[src/rtl/sdram_cmd_monitor.sv]
module sdram_cmd_monitor #(
  parameter int BAW   = 2,
  parameter int T_RCD = 2,
  parameter int T_RP  = 2,
  parameter int T_RFC = 4,
  parameter int T_MRD = 2
) (
  input  logic           clk,
  input  logic           rst_n,
  input  logic           cke,
  input  logic           cs_n,
  input  logic           ras_n,
  input  logic           cas_n,
  input  logic           we_n,
  input  logic [BAW-1:0] ba,
  input  logic           a10,
  output logic           err,
  output logic [2:0]     err_code
);
  localparam int NB   = 1 << BAW;
  localparam int M1   = T_RCD > T_RP ? T_RCD : T_RP;
  localparam int M2   = T_RFC > T_MRD ? T_RFC : T_MRD;
  localparam int TMAX = M1 > M2 ? M1 : M2;
  localparam int CW   = $clog2(TMAX + 1);

  localparam logic [1:0] S_IDLE = 2'd0, S_ACT = 2'd1, S_PRE = 2'd2;
  localparam logic [2:0] E_NONE = 3'd0, E_BANK = 3'd1, E_TIME = 3'd2,
                         E_BUSY = 3'd3, E_OPND = 3'd4;

  logic [1:0]    bst  [NB];
  logic [CW-1:0] bcnt [NB];
  logic [CW-1:0] ref_cnt, mrs_cnt;
  logic [NB-1:0] ready;
  logic [2:0]    code;

  wire live   = cke & ~cs_n;
  wire is_nop = live & ras_n & cas_n & we_n;
  wire is_bst = live & ras_n & cas_n & ~we_n;
  wire is_rw  = live & ras_n & ~cas_n;
  wire is_act = live & ~ras_n & cas_n & we_n;
  wire is_pre = live & ~ras_n & cas_n & ~we_n;
  wire is_ref = live & ~ras_n & ~cas_n & we_n;
  wire is_mrs = live & ~ras_n & ~cas_n & ~we_n;
  wire ref_busy  = ref_cnt != '0;
  wire mrs_busy  = mrs_cnt != '0;
  wire all_ready = &ready;
  wire ok        = live & (code == E_NONE);

  always_comb begin
    code = E_NONE;
    if (live) begin
      if (ref_busy && !(is_nop || is_bst))      code = E_TIME;
      else if (mrs_busy && !is_nop)             code = E_TIME;
      else if (is_rw) begin
        if (bst[ba] != S_ACT)                   code = E_BANK;
        else if (bcnt[ba] != '0)                code = E_TIME;
      end else if (is_act) begin
        if (bst[ba] == S_ACT)                   code = E_BANK;
        else if (!ready[ba])                    code = E_TIME;
      end else if (is_ref) begin
        if (!all_ready)                         code = E_BUSY;
      end else if (is_mrs) begin
        if (ba != '0)                           code = E_OPND;
        else if (!all_ready)                    code = E_BUSY;
      end
    end
  end

  for (genvar i = 0; i < NB; i++) begin : g_bank
    wire hit = ba == BAW'(i);
    assign ready[i] = (bst[i] == S_IDLE) || (bst[i] == S_PRE && bcnt[i] == '0);
    always_ff @(posedge clk or negedge rst_n) begin
      if (!rst_n) begin
        bst[i]  <= S_IDLE;
        bcnt[i] <= '0;
      end else begin
        if (bcnt[i] != '0) bcnt[i] <= bcnt[i] - 1'b1;
        if (bst[i] == S_PRE && bcnt[i] == '0) bst[i] <= S_IDLE;
        if (ok && is_act && hit) begin
          bst[i]  <= S_ACT;
          bcnt[i] <= CW'(T_RCD - 1);
        end else if (ok && ((is_rw && hit && a10) ||
                            (is_pre && (hit || a10) && bst[i] == S_ACT))) begin
          bst[i]  <= S_PRE;
          bcnt[i] <= CW'(T_RP - 1);
        end
      end
    end
  end

  always_ff @(posedge clk or negedge rst_n) begin
    if (!rst_n) begin
      ref_cnt  <= '0;
      mrs_cnt  <= '0;
      err      <= 1'b0;
      err_code <= E_NONE;
    end else begin
      ref_cnt  <= (ok && is_ref) ? CW'(T_RFC - 1) : (ref_busy ? ref_cnt - 1'b1 : ref_cnt);
      mrs_cnt  <= (ok && is_mrs) ? CW'(T_MRD - 1) : (mrs_busy ? mrs_cnt - 1'b1 : mrs_cnt);
      err      <= code != E_NONE;
      err_code <= code;
    end
  end


  quiet_cmd_chk: assert property (@(posedge clk) disable iff (!rst_n)
    (!cke || cs_n || is_nop || (is_bst && !mrs_busy)) |=> !err);

  ref_window_chk: assert property (@(posedge clk) disable iff (!rst_n)
    (ref_busy && (is_rw || is_act || is_pre || is_ref || is_mrs)) |=> (err && err_code == E_TIME));

  act_open_chk: assert property (@(posedge clk) disable iff (!rst_n)
    (is_act && !ref_busy && !mrs_busy && bst[ba] == S_ACT) |=> (err && err_code == E_BANK));

  rcd_chk: assert property (@(posedge clk) disable iff (!rst_n)
    (is_rw && !ref_busy && !mrs_busy && bst[ba] == S_ACT && bcnt[ba] != '0) |=> (err_code == E_TIME));

  code_agree_chk: assert property (@(posedge clk) disable iff (!rst_n)
    (err == (err_code != E_NONE)) && (err_code <= E_OPND));
endmodule

[config.mk]
export PLATFORM = sky130hd
export DESIGN_NAME = sdram_cmd_monitor
export DESIGN_NICKNAME = d
export VERILOG_FILES = /design/src/rtl/sdram_cmd_monitor.sv
export SDC_FILE = /design/constraint.sdc
export NUM_CORES = 1
export LEC_CHECK = 0
export BUFFER_PORTS_ARGS = -buffer_cell sky130_fd_sc_hd__buf_4
export CAP_MARGIN = 10
export CELL_PAD_IN_SITES_DETAIL_PLACEMENT = 1
export CELL_PAD_IN_SITES_GLOBAL_PLACEMENT = 2
export CORE_MARGIN = 5
export CORE_UTILIZATION = 37
export DETAILED_ROUTE_END_ITERATION = 6
export MAX_ROUTING_LAYER = met4
export PLACE_DENSITY = 0.8
export SYNTH_ARGS = -nofsm -noshare
export SYNTH_HDL_FRONTEND = slang
export SYNTH_SLANG_ARGS = --single-unit
[constraint.sdc]
create_clock -name clk -period 2.9 [get_ports clk]
set_input_delay 0.29 -clock clk [delete_from_list [all_inputs] [get_ports clk]]
set_output_delay 0.29 -clock clk [all_outputs]
set_load 0.03 [all_outputs]
==> run metrics, run 1 <==
switching pwr 0.672 mW; crit path time final 2.47 ns; async set or reset register ratio after synthesis 1.00; pin count of the biggest net entering global routing 31; post-cts resize count 0; top post-synthesis cells by count dfrtp_1 (30), inv_1 (23), nor2_1 (23); worst-path maximum fanout 8; Routed WL 4650 um; Sink Count 30; initial antenna violation count 0; I/O pin cnt 14; Cell variety after synth 41; sw frac 0.347; sequential-to-total area share from yosys stat 0.403; fin. max-slew vios 0; pwr dens 878 nW/um2; yosys warns 0; CP Depth 9; remaining antenna violation count after routing 0; Worst path max stage delay 0.51 ns; worst slew pin tran 0.591 ns; Final Hold Vio Count 0; area leader, netlist dfrtp_1; Vias 1582; Fin Hold WS 0.361 ns; cell area after synthesis 1860 um2; routed wl met3 178 um; Max Buffers Root-to-Sink 2; ranking of synthesized cells by area dfrtp_1 (40%), ha_1 (8.1%), o21ai_0 (5.6%), inv_1 (4.6%), nor2_1 (4.6%); Clock power frac 0.275; highest layer used for signal routing met4; first-pass GRT wire length 8140 um; Core Footprint 4820 um2; P&R area growth vs syn 18.3%; die span in x 81.0 um; die area 6550 um2; share of layout cells above drive strength 1 0.165; number of synthesized flops with an enable pin 0; Synth top area share 0.403; max cap viols 0; Worst setup EP type flop; vias in the first global route 1766; Worst-path clk slew 0.07 ns; Via density 5.33; nets 251; CTS tree built; CTS Root Cell clkbuf_8; gr ovfl total 0; Worst path top cell family by delay compound AO/OA/AOI/OAI gates; drt pass-1 iters 4; power share of the combinational group 0.380; most frequent cell after synthesis dfrtp_1; Gate Count Post-Synth 208; Port-buffer cells 13; TNS Setup 0 ns; Power Internal 1.26 mW; routed len/inst 15.7 um; Max-slew headroom 0.603; CP cell instances inv_1 -> ha_1 -> ha_1 -> inv_1 -> a21oi_1 -> a41o_2 -> a31o_2 -> o21ai_1 -> or3_2; met2 wire len 2330 um; clock latency on the worst-skew pair 0.28 ns; # DRC 0; worst vdd ir 0.335 mV; worst setup path category reg2reg; Starting Density 0.387; CTS Buf Count 5; GRT Util Overall 0.168; Met1 Wirelength 2050 um; Die Y-Extent 81.0 um; RSZ-0062 raised after global routing false; fin area 2200 um2; Tcrit/Tclk final 0.853; status complete, no violations; f_max 404 MHz; cell leakage power 0.993 nW; R2R cell count 9; final setup fails 0; Worst Skew 0.00388 ns; Final Util 0.458; CP Buf/Inv Count 2; synthesized area per cell 8.96 um2; post-detail-place hpwl 3500 um; global placement routability congestion 0.908; Reg power frac 0.345; depth of the CTS H-tree 2; startpoint types flop; Arr. time, crit path 2.63 ns; CP Data Required Time 3.06 ns; Diodes inserted 0; Hold Path Class in2reg; crit path max-delay cell type or3_2; Iter 0 DRT Violations 48; post-synthesis register bit count 30; WHS Path Cells 3; Net Count, Synth 230; Synth Flop Type dfrtp_1; fill cell count 577; row count 25; DP Area 2040 um2
## power by group through the flow
| stage | combinational (mW) | clock (mW) | sequential, mW |
|---|---|---|---|
| finish | 0.735 | 0.532 | 0.668 |
| global route | 0.871 | 0.563 | 0.689 |
| CTS | 0.759 | 0.542 | 0.672 |
| detailed placement | 0.750 | 0 | 0.680 |
| global placement | 0.683 | 0 | 0.666 |
| floorplan | 0.570 | 0 | 0.658 |
## final timing paths
| check | from | to | slack [ns] |
|---|---|---|---|
| max reg2reg | bcnt[9] | err | 0.43 |
| min reg2reg | ref_cnt[1] | ref_cnt[1] | 0.50 |
| max in group asynchronous | rst_n | bst[4] | 2.13 |
| min | we_n | mrs_cnt[0] | 0.36 |
| max | bcnt[9] | err | 0.43 |
| min in group asynchronous | rst_n | bcnt[11] | 0.48 |
## registers in the layout (all words and copies together) (netlist names)
signal and flops:
bst 8, ref_cnt 3, bcnt 12, err 1, mrs_cnt 3, err_code 3
## worst min-delay path: stages
cell	delay, ns
buf_4	0.12
or4b_4	0.14
o21ai_1	0.05
## layer usage
metal / vias to the layer above / GRT usage
met5: - / -
met4: 0 / 0.0574
met3: 9 / 0.0410
met2: 23 / 0.288
met1: 782 / 0.190
li1: 768 / -
## stage by stage
| stage | power [mW] | std cells | setup WS, ns |
|---|---|---|---|
| 6_report | 1.94 | 297 | 0.426 |
| 5_1_grt | 2.12 | 297 | 0.255 |
| 3_3_place_gp | 1.35 | 286 | 0.315 |
| 3_5_place_dp | 1.43 | 286 | 0.249 |
| 2_1_floorplan | 1.23 | 208 | 0.749 |
| 4_1_cts | 1.97 | 295 | 0.199 |
## cell families (layout without fill, tap and decap cells)
| kind of cell | after synthesis | count (layout) | synth area share |
|---|---|---|---|
| simple gates | 73 | 73 | 0.214 |
| compound gates | 58 | 58 | 0.191 |
| flops | 30 | 30 | 0.403 |
| buf+inv | 27 | 49 | 0.0584 |
| fa+ha+maj | 12 | 12 | 0.0806 |
| xor+xnor | 6 | 6 | 0.0282 |
| mux | 2 | 2 | 0.0242 |
## final cells by class
type | count | area (um2) | share of cell area
tap | 67 | 83.8 | 0.0380
clock buffer | 6 | 82.6 | 0.0375
clock inverter | 2 | 60.1 | 0.0272
multi-input combinational | 151 | 1000 | 0.455
timing repair buffer | 18 | 138 | 0.0624
inverter | 23 | 86.3 | 0.0392
sequential | 30 | 751 | 0.341
## layout by cell type (no fill, tap or decap), drive strengths merged, types with 3 or more instances in the layout
cell type,n
dfrtp,30
o21ai,24
inv,23
nor2,23
buf,17
a21oi,16
nand2,12
ha,12
nand2b,6
xor2,6
clkbuf,6
and2,5
nand3,5
nor3,5
nor4b,4
o31ai,4
nor2b,3
o31a,3
## timing repair
action / CTS / global route
hold buffers: 1 / 0
endpoints found under the hold margin: 30 / 0
setup endpoints to repair: 0 / 2
setup buffers: 0 / 2
Power figures use the tool's default switching activity.
==> run 2: changes to the inputs <==
--- a/config.mk
+++ b/config.mk
@@ -5,13 +5,13 @@
 export SDC_FILE = /design/constraint.sdc
 export NUM_CORES = 1
 export LEC_CHECK = 0
-export BUFFER_PORTS_ARGS = -buffer_cell sky130_fd_sc_hd__buf_4
 export CAP_MARGIN = 10
 export CELL_PAD_IN_SITES_DETAIL_PLACEMENT = 1
 export CELL_PAD_IN_SITES_GLOBAL_PLACEMENT = 2
 export CORE_MARGIN = 5
-export CORE_UTILIZATION = 37
+export CORE_UTILIZATION = 39
 export DETAILED_ROUTE_END_ITERATION = 6
+export DONT_BUFFER_PORTS = 1
 export MAX_ROUTING_LAYER = met4
 export PLACE_DENSITY = 0.8
 export SYNTH_ARGS = -nofsm -noshare
==> run metrics, run 2 (synthesis results as in run 1) <==
worst-path maximum fanout 8 (unchanged); status complete, no violations (unchanged); CTS tree built (unchanged); Iter 0 DRT Violations 46 (was 48); CP Data Required Time 3.09 ns (was 3.06 ns); Hold Path Class in2reg (unchanged); Diodes inserted 0 (unchanged); row count 25 (unchanged); Arr. time, crit path 2.75 ns (was 2.63 ns); Worst-path clk slew 0.07 ns (about the same); Port-buffer cells 0 (was 13); f_max 390 MHz (was 404 MHz); Tcrit/Tclk final 0.884 (was 0.853); # DRC 0 (unchanged); GRT Util Overall 0.166 (was 0.168); Routed WL 4710 um (was 4650 um); cell leakage power 0.906 nW (was 0.993 nW); Worst path max stage delay 0.44 ns (was 0.51 ns); max cap viols 0 (unchanged); Core Footprint 4690 um2 (was 4820 um2); Sink Count 30 (unchanged); initial antenna violation count 0 (unchanged); Via density 5.85 (was 5.33); met1 GRT Util 0.202 (was 0.190); routed len/inst 17.4 um (was 15.7 um); Max-slew headroom 0.513 (was 0.603); pin count of the biggest net entering global routing 31 (unchanged); nets 237 (was 251); biggest regs bcnt: 12 flops, bst: 8 flops (unchanged); met3 usage 0.0374 (was 0.0410); final setup fails 0 (unchanged); vias in the first global route 1669 (was 1766); Biggest register bcnt (unchanged); startpoint types flop (unchanged); drt pass-1 iters 4 (unchanged); Worst Skew 0.00845 ns (was 0.00388 ns); remaining antenna violation count after routing 0 (unchanged); power share of the combinational group 0.418 (was 0.380); post-cts resize count 0 (unchanged); DP Area 1920 um2 (was 2040 um2); Die Y-Extent 79.1 um (was 81.0 um); Worst setup EP type flop (unchanged); crit path time final 2.56 ns (was 2.47 ns); pwr dens 862 nW/um2 (was 878 nW/um2); Clock power frac 0.195 (was 0.275); die span in x 79.1 um (was 81.0 um); TNS Setup 0 ns (unchanged); Most Crowded Layer GR met2 (unchanged); depth of the CTS H-tree 2 (unchanged); Reg power frac 0.387 (was 0.345); clock latency on the worst-skew pair 0.28 ns (about the same); worst vdd ir 0.360 mV (was 0.335 mV); P&R area growth vs syn 9.74% (was 18.3%); CTS Buf Count 5 (unchanged); commonest non-fill, non-tap cell in the layout dfrtp_1 (unchanged); RSZ-0062 raised after global routing false (unchanged); Max Buffers Root-to-Sink 2 (unchanged); Power Internal 1.08 mW (was 1.26 mW); die area 6260 um2 (was 6550 um2); Post-CTS Setup Inserts 0 (unchanged); worst slew pin tran 0.720 ns (was 0.591 ns); Largest register FFs 12 (unchanged); most frequent cells in the layout dfrtp_1 (30), inv_1 (23), nor2_1 (23) (unchanged); I/O pin cnt 14 (unchanged); crit path max-delay cell type or2_1 (was or3_2); fin area 2040 um2 (was 2200 um2); fin. max-slew vios 0 (unchanged); final worst slack 0.335 ns (was 0.426 ns); switching pwr 0.679 mW (was 0.672 mW); post-detail-place hpwl 3660 um (was 3500 um); gr ovfl total 0 (unchanged); Final Hold Vio Count 0 (unchanged); CP cell instances inv_1 -> ha_1 -> ha_1 -> inv_1 -> a21oi_1 -> a41o_2 -> nand4_1 -> or2_1 -> o21ai_0 (was inv_1 -> ha_1 -> ha_1 -> inv_1 -> a21oi_1 -> a41o_2 -> a31o_2 -> o21ai_1 -> or3_2); worst setup path category reg2reg (unchanged); global placement routability congestion 0.892 (was 0.908); share of layout cells above drive strength 1 0.106 (was 0.165); first-pass GRT wire length 7910 um (was 8140 um); Starting Density 0.397 (was 0.387); worst slack at placement 0.296 ns (was 0.249 ns); Vias 1580 (was 1582); M2 GR Usage 0.269 (was 0.288); sw frac 0.386 (was 0.347); CTS Root Cell clkbuf_8 (unchanged)
-- run 2: cell count changes in the layout (fill, tap and decap cells not counted) --
cell,change
buf_12,+1
buf_4,-15
bufinv_16,-2
clkbuf_1,+1
clkinv_2,+1
-- run 2: final timing paths --
path	startpoint	to	slack, ns	cells past startpoint
min reg2reg	ref_cnt[1]	ref_cnt[1]	0.50	2
max reg2reg	bcnt[3]	bst[6]	0.34	9
min	we_n	ref_cnt[0]	0.20	2
max in group asynchronous	rst_n	bcnt[8]	2.27	2
max	bcnt[3]	bst[6]	0.34	9
min in group asynchronous	rst_n	ref_cnt[0]	0.46	2
-- run 2: layout make-up --
type	instances	area, um2
inverter	23	86.3
fill	553	2650
timing repair buffer	4	45.0
clock buffer	7	86.3
multi-input combinational	151	1000
tap	54	67.6
clock inverter	1	5.00
sequential	30	751
-- run 2: routing by layer --
layer | part of all wire | vias up
met2 | 0.49 | 42
li1 | - | 742
met3 | 0.048 | 14
met4 | 0.025 | 0
met1 | 0.44 | 782
met5 | 0 | -
-- run 2: repair_timing --
| action | 4_1_cts | 5_1_grt |
|---|---|---|
| hold endpoints to repair | 30 | 0 |
| setup endpoints to repair | 0 | 0 |
| hold buffers | 2 | 0 |
-- run 2: critical path, delay by kind of cell, from the launching register on --
family	cells	cell delay, ns
fa+ha+maj	2	0.42
flops	1	0.40
buf+inv	2	0.15
compound gates	3	0.79
simple gates	2	0.71
-- run 2: through the flow --
stage / std cells / utilization / power (mW) / hold WS [ns]
2_1_floorplan: 208 / - / 1.23 / -0.00559
3_3_place_gp: 260 / 0.410 / 1.31 / -0.00476
3_5_place_dp: 260 / 0.410 / 1.43 / -0.00448
4_1_cts: 270 / 0.436 / 1.80 / 0.201
5_1_grt: 270 / 0.436 / 1.94 / 0.216
6_report: 270 / 0.436 / 1.76 / 0.199
-- run 2: power groups by stage --
| stage | Combinational (mW) | Clock [mW] | Sequential (mW) |
|---|---|---|---|
| 2_1_floorplan | 0.570 | 0 | 0.658 |
| 3_3_place_gp | 0.644 | 0 | 0.670 |
| 3_5_place_dp | 0.743 | 0 | 0.688 |
| 4_1_cts | 0.760 | 0.355 | 0.681 |
| 5_1_grt | 0.864 | 0.376 | 0.699 |
| 6_report | 0.736 | 0.344 | 0.682 |
==> run 3: changes to the inputs <==
==> constraint.sdc (replaced) <==
create_clock -name clk -period 2.9 [get_ports clk]
set_input_delay 0.145 -clock clk [delete_from_list [all_inputs] [get_ports clk]]
set_output_delay 0.145 -clock clk [all_outputs]
set_load 0.03 [all_outputs]
==> run metrics, run 3 (synthesis results as in run 1) <==
worst setup path category reg2reg (unchanged); Worst-path clk slew 0.06 ns (was 0.07 ns); drt pass-1 iters 4 (unchanged); fill cell count 564 (was 553); post-detail-place hpwl 3690 um (was 3660 um); FF/Latch Area 751 um2 (unchanged); gr ovfl total 0 (unchanged); commonest non-fill, non-tap cell in the layout dfrtp_1 (unchanged); I/O pin cnt 14 (unchanged); pwr dens 865 nW/um2 (was 862 nW/um2); final setup fails 0 (unchanged); CTS Buf Count 5 (unchanged); status complete, no violations (unchanged); fin. max-slew vios 0 (unchanged); most frequent cells in the layout dfrtp_1 (30), inv_1 (23), nor2_1 (23) (unchanged); Post-CTS Setup Inserts 0 (unchanged); f_max 391 MHz (was 390 MHz); Via density 5.74 (was 5.85); Tcrit/Tclk final 0.883 (was 0.884); worst slew pin tran 0.747 ns (was 0.720 ns); die area 6260 um2 (unchanged); CP Data Required Time 3.09 ns (about the same); biggest regs bcnt: 12 flops, bst: 8 flops (unchanged); RSZ-0062 raised after global routing false (unchanged); P&R area growth vs syn 9.33% (was 9.74%); Diodes inserted 0 (unchanged); Worst setup EP type flop (unchanged); Final Util 0.434 (was 0.436); Routed WL 4710 um (unchanged); cell leakage power 0.900 nW (was 0.906 nW); Hold Path Class in2reg (unchanged); Die Y-Extent 79.1 um (unchanged); CTS Root Cell clkbuf_8 (unchanged); footprint of the multi-input gates 1000 um2 (unchanged); share of layout cells above drive strength 1 0.102 (was 0.106); Sink Count 30 (unchanged); initial antenna violation count 0 (unchanged); routed len/inst 17.5 um (was 17.4 um); Max-slew headroom 0.499 (was 0.513); Largest register FFs 12 (unchanged); Vias 1543 (was 1580); Fin Hold WS 0.0678 ns (was 0.199 ns); row count 25 (unchanged); Iter 0 DRT Violations 44 (was 46); startpoint types flop (unchanged); # DRC 0 (unchanged); pin count of the biggest net entering global routing 31 (unchanged); crit path time final 2.56 ns (about the same); remaining antenna violation count after routing 0 (unchanged); Core Footprint 4690 um2 (unchanged); Arr. time, crit path 2.75 ns (about the same); Max Buffers Root-to-Sink 2 (unchanged); Worst Skew 0.00367 ns (was 0.00845 ns); Final Hold Vio Count 0 (unchanged); Biggest register bcnt (unchanged); worst vdd ir 0.344 mV (was 0.360 mV); first-pass GRT wire length 8010 um (was 7910 um); TNS Setup 0 ns (unchanged); clock latency on the worst-skew pair 0.28 ns (about the same); Port-buffer cells 0 (unchanged); CTS tree built (unchanged); Starting Density 0.397 (unchanged); vias in the first global route 1656 (was 1669); GRT Util Overall 0.170 (was 0.166); worst-path maximum fanout 8 (unchanged); nets 236 (was 237); max cap viols 0 (unchanged); post-route insts no fill 269 (was 270); global placement routability congestion 0.894 (was 0.892); die span in x 79.1 um (unchanged); placed insts 259 (was 260); depth of the CTS H-tree 2 (unchanged)
-- run 3: final cells by class --
class | instances | share of cell area
Clock buffer | 7 | 0.0424
Clock inverter | 1 | 0.00246
Inverter | 23 | 0.0424
Multi-Input combinational cell | 151 | 0.493
Sequential cell | 30 | 0.369
Tap cell | 54 | 0.0332
Timing Repair Buffer | 3 | 0.0184
-- run 3: worst paths after layout --
| path | start | endpoint | slack [ns] | cells past startpoint |
|---|---|---|---|---|
| min in group asynchronous | rst_n | ref_cnt[2] | 0.32 | 2 |
| min | we_n | mrs_cnt[0] | 0.07 | 2 |
| min reg2reg | ref_cnt[1] | ref_cnt[1] | 0.51 | 2 |
| max in group asynchronous | rst_n | bcnt[6] | 2.41 | 2 |
| max | bcnt[3] | bcnt[9] | 0.34 | 9 |
| max reg2reg | bcnt[3] | bcnt[9] | 0.34 | 9 |
-- run 3: report_power, final --
| group | internal [mW] | switching, mW |
|---|---|---|
| registers | 0.570 | 0.109 |
| clock network | 0.191 | 0.149 |
| logic | 0.322 | 0.423 |
| total | 1.08 | 0.680 |
-- run 3: layer usage --
metal | global-route usage | up-vias | routed length [um]
met3 | 0.0431 | 8 | 186
met2 | 0.285 | 25 | 2400
met5 | - | - | 0
met4 | 0.0498 | 0 | 55
met1 | 0.203 | 774 | 2070
li1 | - | 736 | -
-- run 3: critical path, stage by stage, from the launching register on --
cell	delay (ns)
dfrtp_1	0.41
inv_1	0.07
ha_1	0.16
ha_1	0.28
inv_1	0.08
a21oi_1	0.26
a41o_2	0.27
nand4_1	0.26
or2_1	0.44
o21ai_0	0.25
-- run 3: what timing repair did --
action / 4_1_cts / 5_1_grt
hold buffers: 2 / 0
endpoints found under the hold margin: 30 / 0
resized for setup: 0 / 0
-- run 3: through the flow --
stage | worst slack (ns) | power (mW) | instance area, um2
after floorplan | 0.749 | 1.23 | 1860
after global placement | 0.481 | 1.31 | 1920
after detailed placement | 0.388 | 1.44 | 1920
after CTS | 0.360 | 1.80 | 2040
after global routing | 0.183 | 1.96 | 2040
final | 0.339 | 1.76 | 2040
